===== src/rtl/ddrmon_pkg.sv =====
// Shared types for the DDR command monitor.
// Assumes a four-bit command code and a fixed order of violation bits,
// which neighbouring logic and software decode by position.
package ddrmon_pkg;

    typedef enum logic [3:0] {
        CMD_NOP    = 4'd0,
        CMD_MRS    = 4'd1,
        CMD_AREF   = 4'd2,
        CMD_SREF   = 4'd3,
        CMD_PRE    = 4'd4,
        CMD_PREALL = 4'd5,
        CMD_ACT    = 4'd6,
        CMD_WR     = 4'd7,
        CMD_WRA    = 4'd8,
        CMD_RD     = 4'd9,
        CMD_RDA    = 4'd10,
        CMD_BST    = 4'd11,
        CMD_PDE    = 4'd12,
        CMD_CKX    = 4'd13
    } cmd_e;

    localparam int V_NOT_OPEN = 0;
    localparam int V_BUSY     = 1;
    localparam int V_NOT_IDLE = 2;
    localparam int V_MRD      = 3;
    localparam int V_RCD      = 4;
    localparam int V_RRD      = 5;
    localparam int V_RP       = 6;
    localparam int V_RAS      = 7;
    localparam int V_WR       = 8;
    localparam int V_LOCK     = 9;
    localparam int V_N        = 10;

    // Burst length select to burst duration in clocks.
    function automatic logic [2:0] burst_clocks(input logic [1:0] sel);
        case (sel)
            2'd0:    burst_clocks = 3'd1;
            2'd1:    burst_clocks = 3'd2;
            default: burst_clocks = 3'd4;
        endcase
    endfunction

    // True for any read or write, with or without auto-precharge.
    function automatic logic is_col(input cmd_e c);
        is_col = (c == CMD_WR) || (c == CMD_WRA) || (c == CMD_RD) || (c == CMD_RDA);
    endfunction

endpackage


===== src/rtl/ddrmon_decode.sv =====
// Command decoder: maps the sampled pins to one command code.
// Assumes cke_q holds the clock enable seen on the previous edge.
// Purely combinational; the caller registers the result.
module ddrmon_decode
    import ddrmon_pkg::*;
(
    input  logic cs_n,
    input  logic ras_n,
    input  logic cas_n,
    input  logic we_n,
    input  logic cke,
    input  logic cke_q,
    input  logic ap,
    output cmd_e cmd
);

    logic [2:0] pat;
    assign pat = {ras_n, cas_n, we_n};

    // Pick the command from clock-enable transition and strobe pattern.
    always_comb begin
        cmd = CMD_NOP;
        if (!cke_q) begin
            cmd = cke ? CMD_CKX : CMD_NOP;
        end else if (!cke) begin
            cmd = (!cs_n && pat == 3'b001) ? CMD_SREF : CMD_PDE;
        end else if (!cs_n) begin
            case (pat)
                3'b000:  cmd = CMD_MRS;
                3'b001:  cmd = CMD_AREF;
                3'b010:  cmd = ap ? CMD_PREALL : CMD_PRE;
                3'b011:  cmd = CMD_ACT;
                3'b100:  cmd = ap ? CMD_WRA : CMD_WR;
                3'b101:  cmd = ap ? CMD_RDA : CMD_RD;
                3'b110:  cmd = CMD_BST;
                default: cmd = CMD_NOP;
            endcase
        end
    end

endmodule


===== src/rtl/ddrmon_bank.sv =====
// Per-bank tracker: open flag, open row and four spacing timers.
// Assumes at most one of do_act, do_pre, do_ap is high in a cycle and that
// each strobe is raised only for accepted commands. A timer loaded with
// T-1 reads busy for the next T-1 edges.
module ddrmon_bank #(
    parameter int ROW_W = 12,
    parameter int CW    = 5,
    parameter int TRCD  = 2,
    parameter int TRAS  = 6,
    parameter int TRP   = 2,
    parameter int TWR   = 2
) (
    input  logic             clk,
    input  logic             rst_n,
    input  logic             do_act,
    input  logic             do_pre,
    input  logic             do_wr,
    input  logic             do_ap,
    input  logic [ROW_W-1:0] row_in,
    input  logic [CW-1:0]    bclk,
    output logic             active,
    output logic [ROW_W-1:0] row,
    output logic             rcd_busy,
    output logic             ras_busy,
    output logic             rp_busy,
    output logic             wr_busy
);

    logic [CW-1:0] rcd_cnt, ras_cnt, rp_cnt, wr_cnt;

    // Open and close the bank and remember the row.
    always_ff @(posedge clk) begin
        if (!rst_n) begin
            active <= 1'b0;
            row    <= '0;
        end else if (do_act) begin
            active <= 1'b1;
            row    <= row_in;
        end else if (do_ap || do_pre) begin
            active <= 1'b0;
        end
    end

    // Activate-to-column and activate-to-precharge timers.
    always_ff @(posedge clk) begin
        if (!rst_n) begin
            rcd_cnt <= '0;
            ras_cnt <= '0;
        end else if (do_act) begin
            rcd_cnt <= CW'(TRCD - 1);
            ras_cnt <= CW'(TRAS - 1);
        end else begin
            if (rcd_cnt != '0) rcd_cnt <= rcd_cnt - CW'(1);
            if (ras_cnt != '0) ras_cnt <= ras_cnt - CW'(1);
        end
    end

    // Precharge-to-activate timer, stretched by the burst for auto-precharge.
    always_ff @(posedge clk) begin
        if (!rst_n) begin
            rp_cnt <= '0;
        end else if (do_pre && active) begin
            rp_cnt <= CW'(TRP - 1);
        end else if (do_ap) begin
            rp_cnt <= bclk + CW'(TRP - 1);
        end else if (rp_cnt != '0) begin
            rp_cnt <= rp_cnt - CW'(1);
        end
    end

    // Write recovery timer, counted from the end of the write burst.
    always_ff @(posedge clk) begin
        if (!rst_n) begin
            wr_cnt <= '0;
        end else if (do_wr) begin
            wr_cnt <= bclk + CW'(TWR - 1);
        end else if (wr_cnt != '0) begin
            wr_cnt <= wr_cnt - CW'(1);
        end
    end

    assign rcd_busy = (rcd_cnt != '0);
    assign ras_busy = (ras_cnt != '0);
    assign rp_busy  = (rp_cnt  != '0);
    assign wr_busy  = (wr_cnt  != '0);

    // an accepted activate leaves the bank open on the next cycle.
    a_r3_act_opens: assert property (@(posedge clk) disable iff (!rst_n)
        do_act |=> active);

endmodule


===== src/rtl/ddrmon_global.sv =====
// Bus-wide timers: mode-set settle, activate-to-activate spacing and the
// auto-precharge column lockout. Assumes strobes mark accepted commands only.
module ddrmon_global #(
    parameter int BA_W = 2,
    parameter int CW   = 5,
    parameter int TMRD = 2,
    parameter int TRRD = 2
) (
    input  logic            clk,
    input  logic            rst_n,
    input  logic            do_mrs,
    input  logic            do_act,
    input  logic [BA_W-1:0] act_bank,
    input  logic            do_ap,
    input  logic [CW-1:0]   bclk,
    output logic            mrd_busy,
    output logic            rrd_busy,
    output logic [BA_W-1:0] last_bank,
    output logic            lock_busy
);

    logic [CW-1:0] mrd_cnt, rrd_cnt, lock_cnt;

    // Mode-set settle window.
    always_ff @(posedge clk) begin
        if (!rst_n)                mrd_cnt <= '0;
        else if (do_mrs)           mrd_cnt <= CW'(TMRD - 1);
        else if (mrd_cnt != '0)    mrd_cnt <= mrd_cnt - CW'(1);
    end

    // Activate spacing and the bank it was aimed at.
    always_ff @(posedge clk) begin
        if (!rst_n) begin
            rrd_cnt   <= '0;
            last_bank <= '0;
        end else if (do_act) begin
            rrd_cnt   <= CW'(TRRD - 1);
            last_bank <= act_bank;
        end else if (rrd_cnt != '0) begin
            rrd_cnt <= rrd_cnt - CW'(1);
        end
    end

    // Column lockout for the length of an auto-precharge burst.
    always_ff @(posedge clk) begin
        if (!rst_n)                lock_cnt <= '0;
        else if (do_ap)            lock_cnt <= bclk - CW'(1);
        else if (lock_cnt != '0)   lock_cnt <= lock_cnt - CW'(1);
    end

    assign mrd_busy  = (mrd_cnt  != '0);
    assign rrd_busy  = (rrd_cnt  != '0);
    assign lock_busy = (lock_cnt != '0);

endmodule


===== src/rtl/ddr_cmd_monitor.sv =====
// DDR command monitor top: decodes each sampled command, checks it against
// live bank state and spacing timers, and registers the command code and
// one violation strobe per rule. A flagged command is rejected and changes
// no state. Assumes ROW_W > AP_BIT and all timing counts of at least 1.
module ddr_cmd_monitor
    import ddrmon_pkg::*;
#(
    parameter int BA_W   = 2,
    parameter int ROW_W  = 12,
    parameter int AP_BIT = 10,
    parameter int TRCD   = 2,
    parameter int TRP    = 2,
    parameter int TRRD   = 2,
    parameter int TRAS   = 6,
    parameter int TWR    = 2,
    parameter int TMRD   = 2
) (
    input  logic                          clk,
    input  logic                          rst_n,
    input  logic                          cs_n,
    input  logic                          ras_n,
    input  logic                          cas_n,
    input  logic                          we_n,
    input  logic                          cke,
    input  logic [BA_W-1:0]               ba,
    input  logic [ROW_W-1:0]              addr,
    input  logic [1:0]                    burst_sel,
    output logic [3:0]                    cmd_o,
    output logic [V_N-1:0]                viol_o,
    output logic [(1<<BA_W)-1:0]          bank_active_o,
    output logic [(1<<BA_W)*ROW_W-1:0]    open_row_o
);

    localparam int BANKS = 1 << BA_W;
    localparam int MAXT  = TRCD + TRAS + TRP + TWR + TRRD + TMRD + 4;
    localparam int CW    = $clog2(MAXT + 1);

    logic             cke_q;
    cmd_e             cmd_c, cmd_q;
    logic [V_N-1:0]   viol_c;
    logic             accept, col;
    logic [CW-1:0]    bclk;
    logic [BANKS-1:0] tgt;
    logic [BANKS-1:0] act_v, rcd_b, ras_b, rp_b, wr_b;
    logic [BANKS-1:0] do_act, do_pre, do_wr, do_ap;
    logic             mrd_busy, rrd_busy, lock_busy;
    logic [BA_W-1:0]  last_bank;

    ddrmon_decode u_dec (
        .cs_n  (cs_n),
        .ras_n (ras_n),
        .cas_n (cas_n),
        .we_n  (we_n),
        .cke   (cke),
        .cke_q (cke_q),
        .ap    (addr[AP_BIT]),
        .cmd   (cmd_c)
    );

    assign col  = is_col(cmd_c);
    assign bclk = CW'(burst_clocks(burst_sel));
    assign tgt  = BANKS'(1) << ba;

    // Evaluate every rule against the state before this edge.
    always_comb begin
        viol_c             = '0;
        viol_c[V_NOT_OPEN] = col && !act_v[ba];
        viol_c[V_BUSY]     = (cmd_c == CMD_ACT) && act_v[ba];
        viol_c[V_NOT_IDLE] = ((cmd_c == CMD_MRS) || (cmd_c == CMD_AREF) ||
                              (cmd_c == CMD_SREF)) && (|act_v);
        viol_c[V_MRD]      = (cmd_c != CMD_NOP) && mrd_busy;
        viol_c[V_RCD]      = col && act_v[ba] && rcd_b[ba];
        viol_c[V_RRD]      = (cmd_c == CMD_ACT) && rrd_busy && (last_bank != ba);
        viol_c[V_RP]       = (cmd_c == CMD_ACT) && !act_v[ba] && rp_b[ba];
        viol_c[V_RAS]      = ((cmd_c == CMD_PRE) && act_v[ba] && ras_b[ba]) ||
                             ((cmd_c == CMD_PREALL) && (|(act_v & ras_b)));
        viol_c[V_WR]       = ((cmd_c == CMD_PRE) && act_v[ba] && wr_b[ba]) ||
                             ((cmd_c == CMD_PREALL) && (|(act_v & wr_b)));
        viol_c[V_LOCK]     = col && lock_busy;
    end

    assign accept = (viol_c == '0);

    // Per-bank update strobes for accepted commands only.
    always_comb begin
        for (int i = 0; i < BANKS; i++) begin
            do_act[i] = accept && (cmd_c == CMD_ACT) && tgt[i];
            do_pre[i] = accept && (((cmd_c == CMD_PRE) && tgt[i]) || (cmd_c == CMD_PREALL));
            do_wr[i]  = accept && (cmd_c == CMD_WR) && tgt[i];
            do_ap[i]  = accept && ((cmd_c == CMD_WRA) || (cmd_c == CMD_RDA)) && tgt[i];
        end
    end

    genvar gi;
    generate
        for (gi = 0; gi < BANKS; gi++) begin : g_bank
            logic [ROW_W-1:0] row_g;
            ddrmon_bank #(
                .ROW_W (ROW_W),
                .CW    (CW),
                .TRCD  (TRCD),
                .TRAS  (TRAS),
                .TRP   (TRP),
                .TWR   (TWR)
            ) u_bank (
                .clk      (clk),
                .rst_n    (rst_n),
                .do_act   (do_act[gi]),
                .do_pre   (do_pre[gi]),
                .do_wr    (do_wr[gi]),
                .do_ap    (do_ap[gi]),
                .row_in   (addr),
                .bclk     (bclk),
                .active   (act_v[gi]),
                .row      (row_g),
                .rcd_busy (rcd_b[gi]),
                .ras_busy (ras_b[gi]),
                .rp_busy  (rp_b[gi]),
                .wr_busy  (wr_b[gi])
            );
            assign open_row_o[gi*ROW_W +: ROW_W] = row_g;
        end
    endgenerate

    ddrmon_global #(
        .BA_W (BA_W),
        .CW   (CW),
        .TMRD (TMRD),
        .TRRD (TRRD)
    ) u_glob (
        .clk       (clk),
        .rst_n     (rst_n),
        .do_mrs    (accept && (cmd_c == CMD_MRS)),
        .do_act    (accept && (cmd_c == CMD_ACT)),
        .act_bank  (ba),
        .do_ap     (accept && ((cmd_c == CMD_WRA) || (cmd_c == CMD_RDA))),
        .bclk      (bclk),
        .mrd_busy  (mrd_busy),
        .rrd_busy  (rrd_busy),
        .last_bank (last_bank),
        .lock_busy (lock_busy)
    );

    // Register clock enable history, command code and violation strobes.
    always_ff @(posedge clk) begin
        if (!rst_n) begin
            cke_q  <= 1'b1;
            cmd_q  <= CMD_NOP;
            viol_o <= '0;
        end else begin
            cke_q  <= cke;
            cmd_q  <= cmd_c;
            viol_o <= viol_c;
        end
    end

    assign cmd_o         = cmd_q;
    assign bank_active_o = act_v;

    // a deselected cycle with clock enable steady reports a quiet NOP.
    a_r1_deselect_quiet: assert property (@(posedge clk) disable iff (!rst_n)
        (cs_n && cke && cke_q) |=> (cmd_o == 4'd0 && viol_o == '0));

    // an accepted all-bank precharge leaves every bank idle.
    a_r4_preall_closes: assert property (@(posedge clk) disable iff (!rst_n)
        (cmd_c == CMD_PREALL && accept) |=> (bank_active_o == '0));

    // a rejected command leaves bank flags and rows untouched.
    a_r14_reject_holds: assert property (@(posedge clk) disable iff (!rst_n)
        (|viol_c) |=> ($stable(bank_active_o) && $stable(open_row_o)));

    // the not-open strobe only ever accompanies a column command.
    a_r5_flag_is_column: assert property (@(posedge clk) disable iff (!rst_n)
        viol_o[V_NOT_OPEN] |-> is_col(cmd_q));

endmodule


===== config.mk =====
export PLATFORM = sky130hd
export DESIGN_NAME = ddr_cmd_monitor
export DESIGN_NICKNAME = d
export VERILOG_FILES = /design/src/rtl/ddrmon_pkg.sv /design/src/rtl/ddrmon_decode.sv /design/src/rtl/ddrmon_bank.sv /design/src/rtl/ddrmon_global.sv /design/src/rtl/ddr_cmd_monitor.sv
export SDC_FILE = /design/constraint.sdc
export NUM_CORES = 1
export LEC_CHECK = 0
export ABC_CLOCK_PERIOD_IN_PS = 5000
export CAP_MARGIN = 20
export CELL_PAD_IN_SITES_DETAIL_PLACEMENT = 1
export CELL_PAD_IN_SITES_GLOBAL_PLACEMENT = 2
export CORE_ASPECT_RATIO = 0.75
export CORE_MARGIN = 1.5
export CORE_UTILIZATION = 40
export CTS_BUF_LIST = sky130_fd_sc_hd__clkbuf_8 sky130_fd_sc_hd__clkbuf_16
export DETAILED_ROUTE_END_ITERATION = 10
export DONT_BUFFER_PORTS = 1
export GPL_TIMING_DRIVEN = 0
export HOLD_SLACK_MARGIN = 0.12
export PLACE_DENSITY_LB_ADDON = 0.15
export SETUP_SLACK_MARGIN = 0.3
export SYNTH_ARGS = -nofsm -noshare
export SYNTH_HDL_FRONTEND = slang
export SYNTH_HIERARCHICAL = 1
export SYNTH_SLANG_ARGS = --single-unit

===== constraint.sdc =====
create_clock -name clk -period 5 [get_ports clk]
set_input_delay 0 -clock clk [delete_from_list [all_inputs] [get_ports clk]]
set_output_delay 0 -clock clk [all_outputs]
set_load 0.1 [all_outputs]

==> summary.md <==
| Metric | Value |
|---|---|
| Finished Core Util | ~48% |
| Antenna violations before repair | 1 |
| Static Leak | between 3 and 4 nW |
| DRT Pass-1 Iters | 5 |
| Fmax | approximately 240 MHz |
| Internal | about 0.0034 W |
| Setup WS pre-CTS | between 1 and 1.5 ns |
| Port Buffers | 0 |
| Total power draw | 0.00572 W |
| GRT Total Usage | a little under a quarter |
| Setup crit end kind | flip-flop |
| Post-Syn Instances | 912 |
| Async S/R FF share, synth | 0% |
| TNS Setup | 0 ns |
| Setup WS post-layout | between 0.8 and 0.9 ns |
| Top-Level Pins | slightly below 90 |
| Post-layout min period | around 4.2 ns |
| Die H | roughly 130 um |
| Most frequent cells after synthesis | dfxtp_1, nor2b_1, nor2_1, mux2i_1, nand2_1 |
| Antenna viol nets, final | 0 |
| Psw | between 0.002 and 0.0025 W |
| Critical path class | reg2reg |
| Area grow syn2layout | 16.8% |
| Postcts setup bufs | 0 |
| Core Region | slightly above 20,000 um2 |
| Required @ worst endpoint | 5.33 ns |
| DP HPWL | approximately 18,000 um |
| Drt wl/cell | 19.0 um |
| Initial Util | between 40% and 50% |
| Status | finished, final reports clean |
| Hold Slack | approximately 0.14 ns |
| Slew @ Worst Pin | between 1 and 1.5 ns |
| Clock Pin Slew Worst Setup and Hold Paths | 0.07 ns |
| DRT iter0 DRCs | between 200 and 250 |
| PwrDens | around 580 nW/um2 |
| Post-synth EDFFs | 0 |
| CTS tree | yes |
| Fill cells | ~2,300 |
| Seq cells post-synth | around 160 |
| Cell row count | 45 |
| Number of global-route vias before repair | between 7,000 and 8,000 |
| CTS Buffer Depth | 2 |
| VDD IR max | 0.289 mV |
| Final clock skew | 0.0163 ns |
| Die area | 21,900 um2 |
| Top_reg_cell synth | dfxtp_1 |
| Slew Viols, Final | 0 |
| Yosys top cell area share | about 39% |
| RePlAce Congestion | 0.803 |
| Cts bufs inserted | 17 |
| H-tree Lvls | 4 |
| Ranking of synthesized cells by area | dfxtp_1, mux2i_1, nor2b_1 |
| Sequential power share | roughly a third |
| Final Hold Fails | 0 |
| Worst skew pair latency | roughly 0.44 ns |
| First-pass GRT wire length | slightly below 40,000 um |
| Root Driver | clkbuf_16 |
| Number of synthesis warnings | 6 |
| Via Count | 6,753 |
| Syn_area_per_cell | about 9 um2 |
| GRT overflow | 0 |
| NumNets Final | 1,035 |
| Max Cap Viol | 0 |
| Most numerous cell in the Yosys netlist | dfxtp_1 |
| Worst rel slew slack | between 30 and 40% |
| CTS sink cnt | between 150 and 200 |
| Via-to-Cell Ratio | between 5 and 6 |
| Sw frac | between 30% and 40% |
| Startpoint Class | flip-flop |
| Comb power frac | a little over two fifths |
| FF-to-FF setup slack | 0.84 ns |
| Post-synthesis cell type count | 72 |
| Worst Path Max Fanout | 10 |
| Post-synth top area cell | dfxtp_1 |
| Number of remaining DRC errors | 0 |
| Layout cells sized above 1 | between 10% and 20% |
| Seq/Total Area, Yosys | 39.0% |
| Hold Crit Class | in2reg |
| Total wire length | roughly 24,000 um |
| Tcrit/Tclk final | 83.3% |
| Largest net degree at the start of global routing | 43 |
| Cell area after synthesis | 8420 um2 |
| Share of total power in the clock network | roughly 23% |
| Critical path arrival | between 4 and 5 ns |
| Die Width | 171 um |
| Unrepaired setup endpoints after global routing | no |
| Setup-failing EPs final | 0 |
## state kept, by name, summed over array words and instances (netlist names)
signal / count
g_bank.u_bank/active: 4
cke_q: 1
g_bank.u_bank/row: 48
g_bank.u_bank/rcd_cnt: 20
cmd_o: 4
viol_o: 10
u_glob/rrd_cnt: 5
g_bank.u_bank/rp_cnt: 20
u_glob/last_bank: 2
u_glob/lock_cnt: 5
u_glob/mrd_cnt: 5
g_bank.u_bank/wr_cnt: 20
g_bank.u_bank/ras_cnt: 20
## layer usage
metal,vias to the layer above,GRT usage (%),wire [um]
li1,3285,-,-
met1,3370,29.9,11400
met2,75,40.0,11800
met3,23,4.49,753
met4,0,6.77,348
met5,-,0,0
## through the flow
stage          area [um2]  std cells
2_1_floorplan        8480        926
3_3_place_gp         8830       1208
3_5_place_dp         8980       1218
4_1_cts              9820       1273
5_1_grt              9830       1274
6_report             9830       1275
## power by group through the flow
stage	sequential, W	clock, W	combinational, W
3_5_place_dp	0.00197	0	0.00240
2_1_floorplan	0.00190	0	0.00192
6_report	0.00195	0.00132	0.00245
5_1_grt	0.00199	0.00141	0.00275
4_1_cts	0.00195	0.00136	0.00246
3_3_place_gp	0.00195	0	0.00223
## worst max-delay path, cell delays in order (launching register included)
cell           delay [ns]
dfxtp_1              0.32
nor2b_1              0.14
a41oi_1              0.21
o21ai_0              0.10
dlygate4sd3_1        0.58
buf_6                0.15
or4_1                0.45
o211ai_2             0.14
nand2_2              0.16
buf_6                0.19
nor3_1               0.35
buf_6                0.21
mux2i_2              0.29
ha_1                 0.31
o21ai_2              0.11
xnor2_1              0.14
a32o_1               0.22
## cell families after synthesis
group / count (synthesis) / synth area share, %
AO/OA/AOI/OAI: 139 / 11.8
flip-flops: 164 / 39.0
adder cells (fa/ha/maj): 33 / 4.90
other: 1 / 0.0445
XOR/XNOR: 63 / 6.55
buffers and inverters: 90 / 4.74
AND/OR/NAND/NOR: 356 / 24.6
multiplexers: 66 / 8.35
## area by class of cell
class                      instances  area (um2)  area share, %
inverter                          47         176           1.79
multi-input combinational        672        4800           48.8
clock inverter                    15         174           1.77
sequential                       164        3280           33.4
timing repair buffer              34         397           4.03
antenna                            1        2.50         0.0254
tap                              282         353           3.59
clock buffer                      17         425           4.33
buffer                            43         223           2.26
## worst paths after layout
| kind | from | endpoint | depth (start not counted) |
|---|---|---|---|
| worst min register to register | g_bank[0].u_bank/rcd_cnt[4]$_SDFFE_PP0P_ | g_bank[0].u_bank/rcd_cnt[4]$_SDFFE_PP0P_ | 2 |
| worst min-delay path | ba[1] | viol_o[4]$_SDFF_PN0_ | 4 |
| worst max-delay path | cke_q$_SDFF_PN1_ | u_glob/lock_cnt[4]$_SDFFE_PN0P_ | 16 |
| worst max register to register | cke_q$_SDFF_PN1_ | u_glob/lock_cnt[4]$_SDFFE_PN0P_ | 16 |
## what timing repair did
item / 4_1_cts / 5_1_grt
resized for setup: 0 / 0
endpoints found under the hold margin: 163 / 0
hold buffers: 23 / 0
## placed cells by master (no fill, tap or decap), types with 11 or more instances in the layout
cell type	instances
nor2_1	65
xnor2_1	42
xor2_1	21
clkbuf_16	17
a211oi_1	16
a21oi_1	29
ha_1	33
buf_2	20
mux2i_1	61
inv_1	45
nor3_1	28
and2_1	11
nor2b_1	69
dfxtp_1	164
nand3b_1	18
o21ai_0	20
conb_1	15
nand2_1	56
clkbuf_1	19
o21a_1	11
dlygate4sd3_1	22
nand2b_1	21
nand3_1	16
Note: power is estimated with default switching activity, not from simulation.
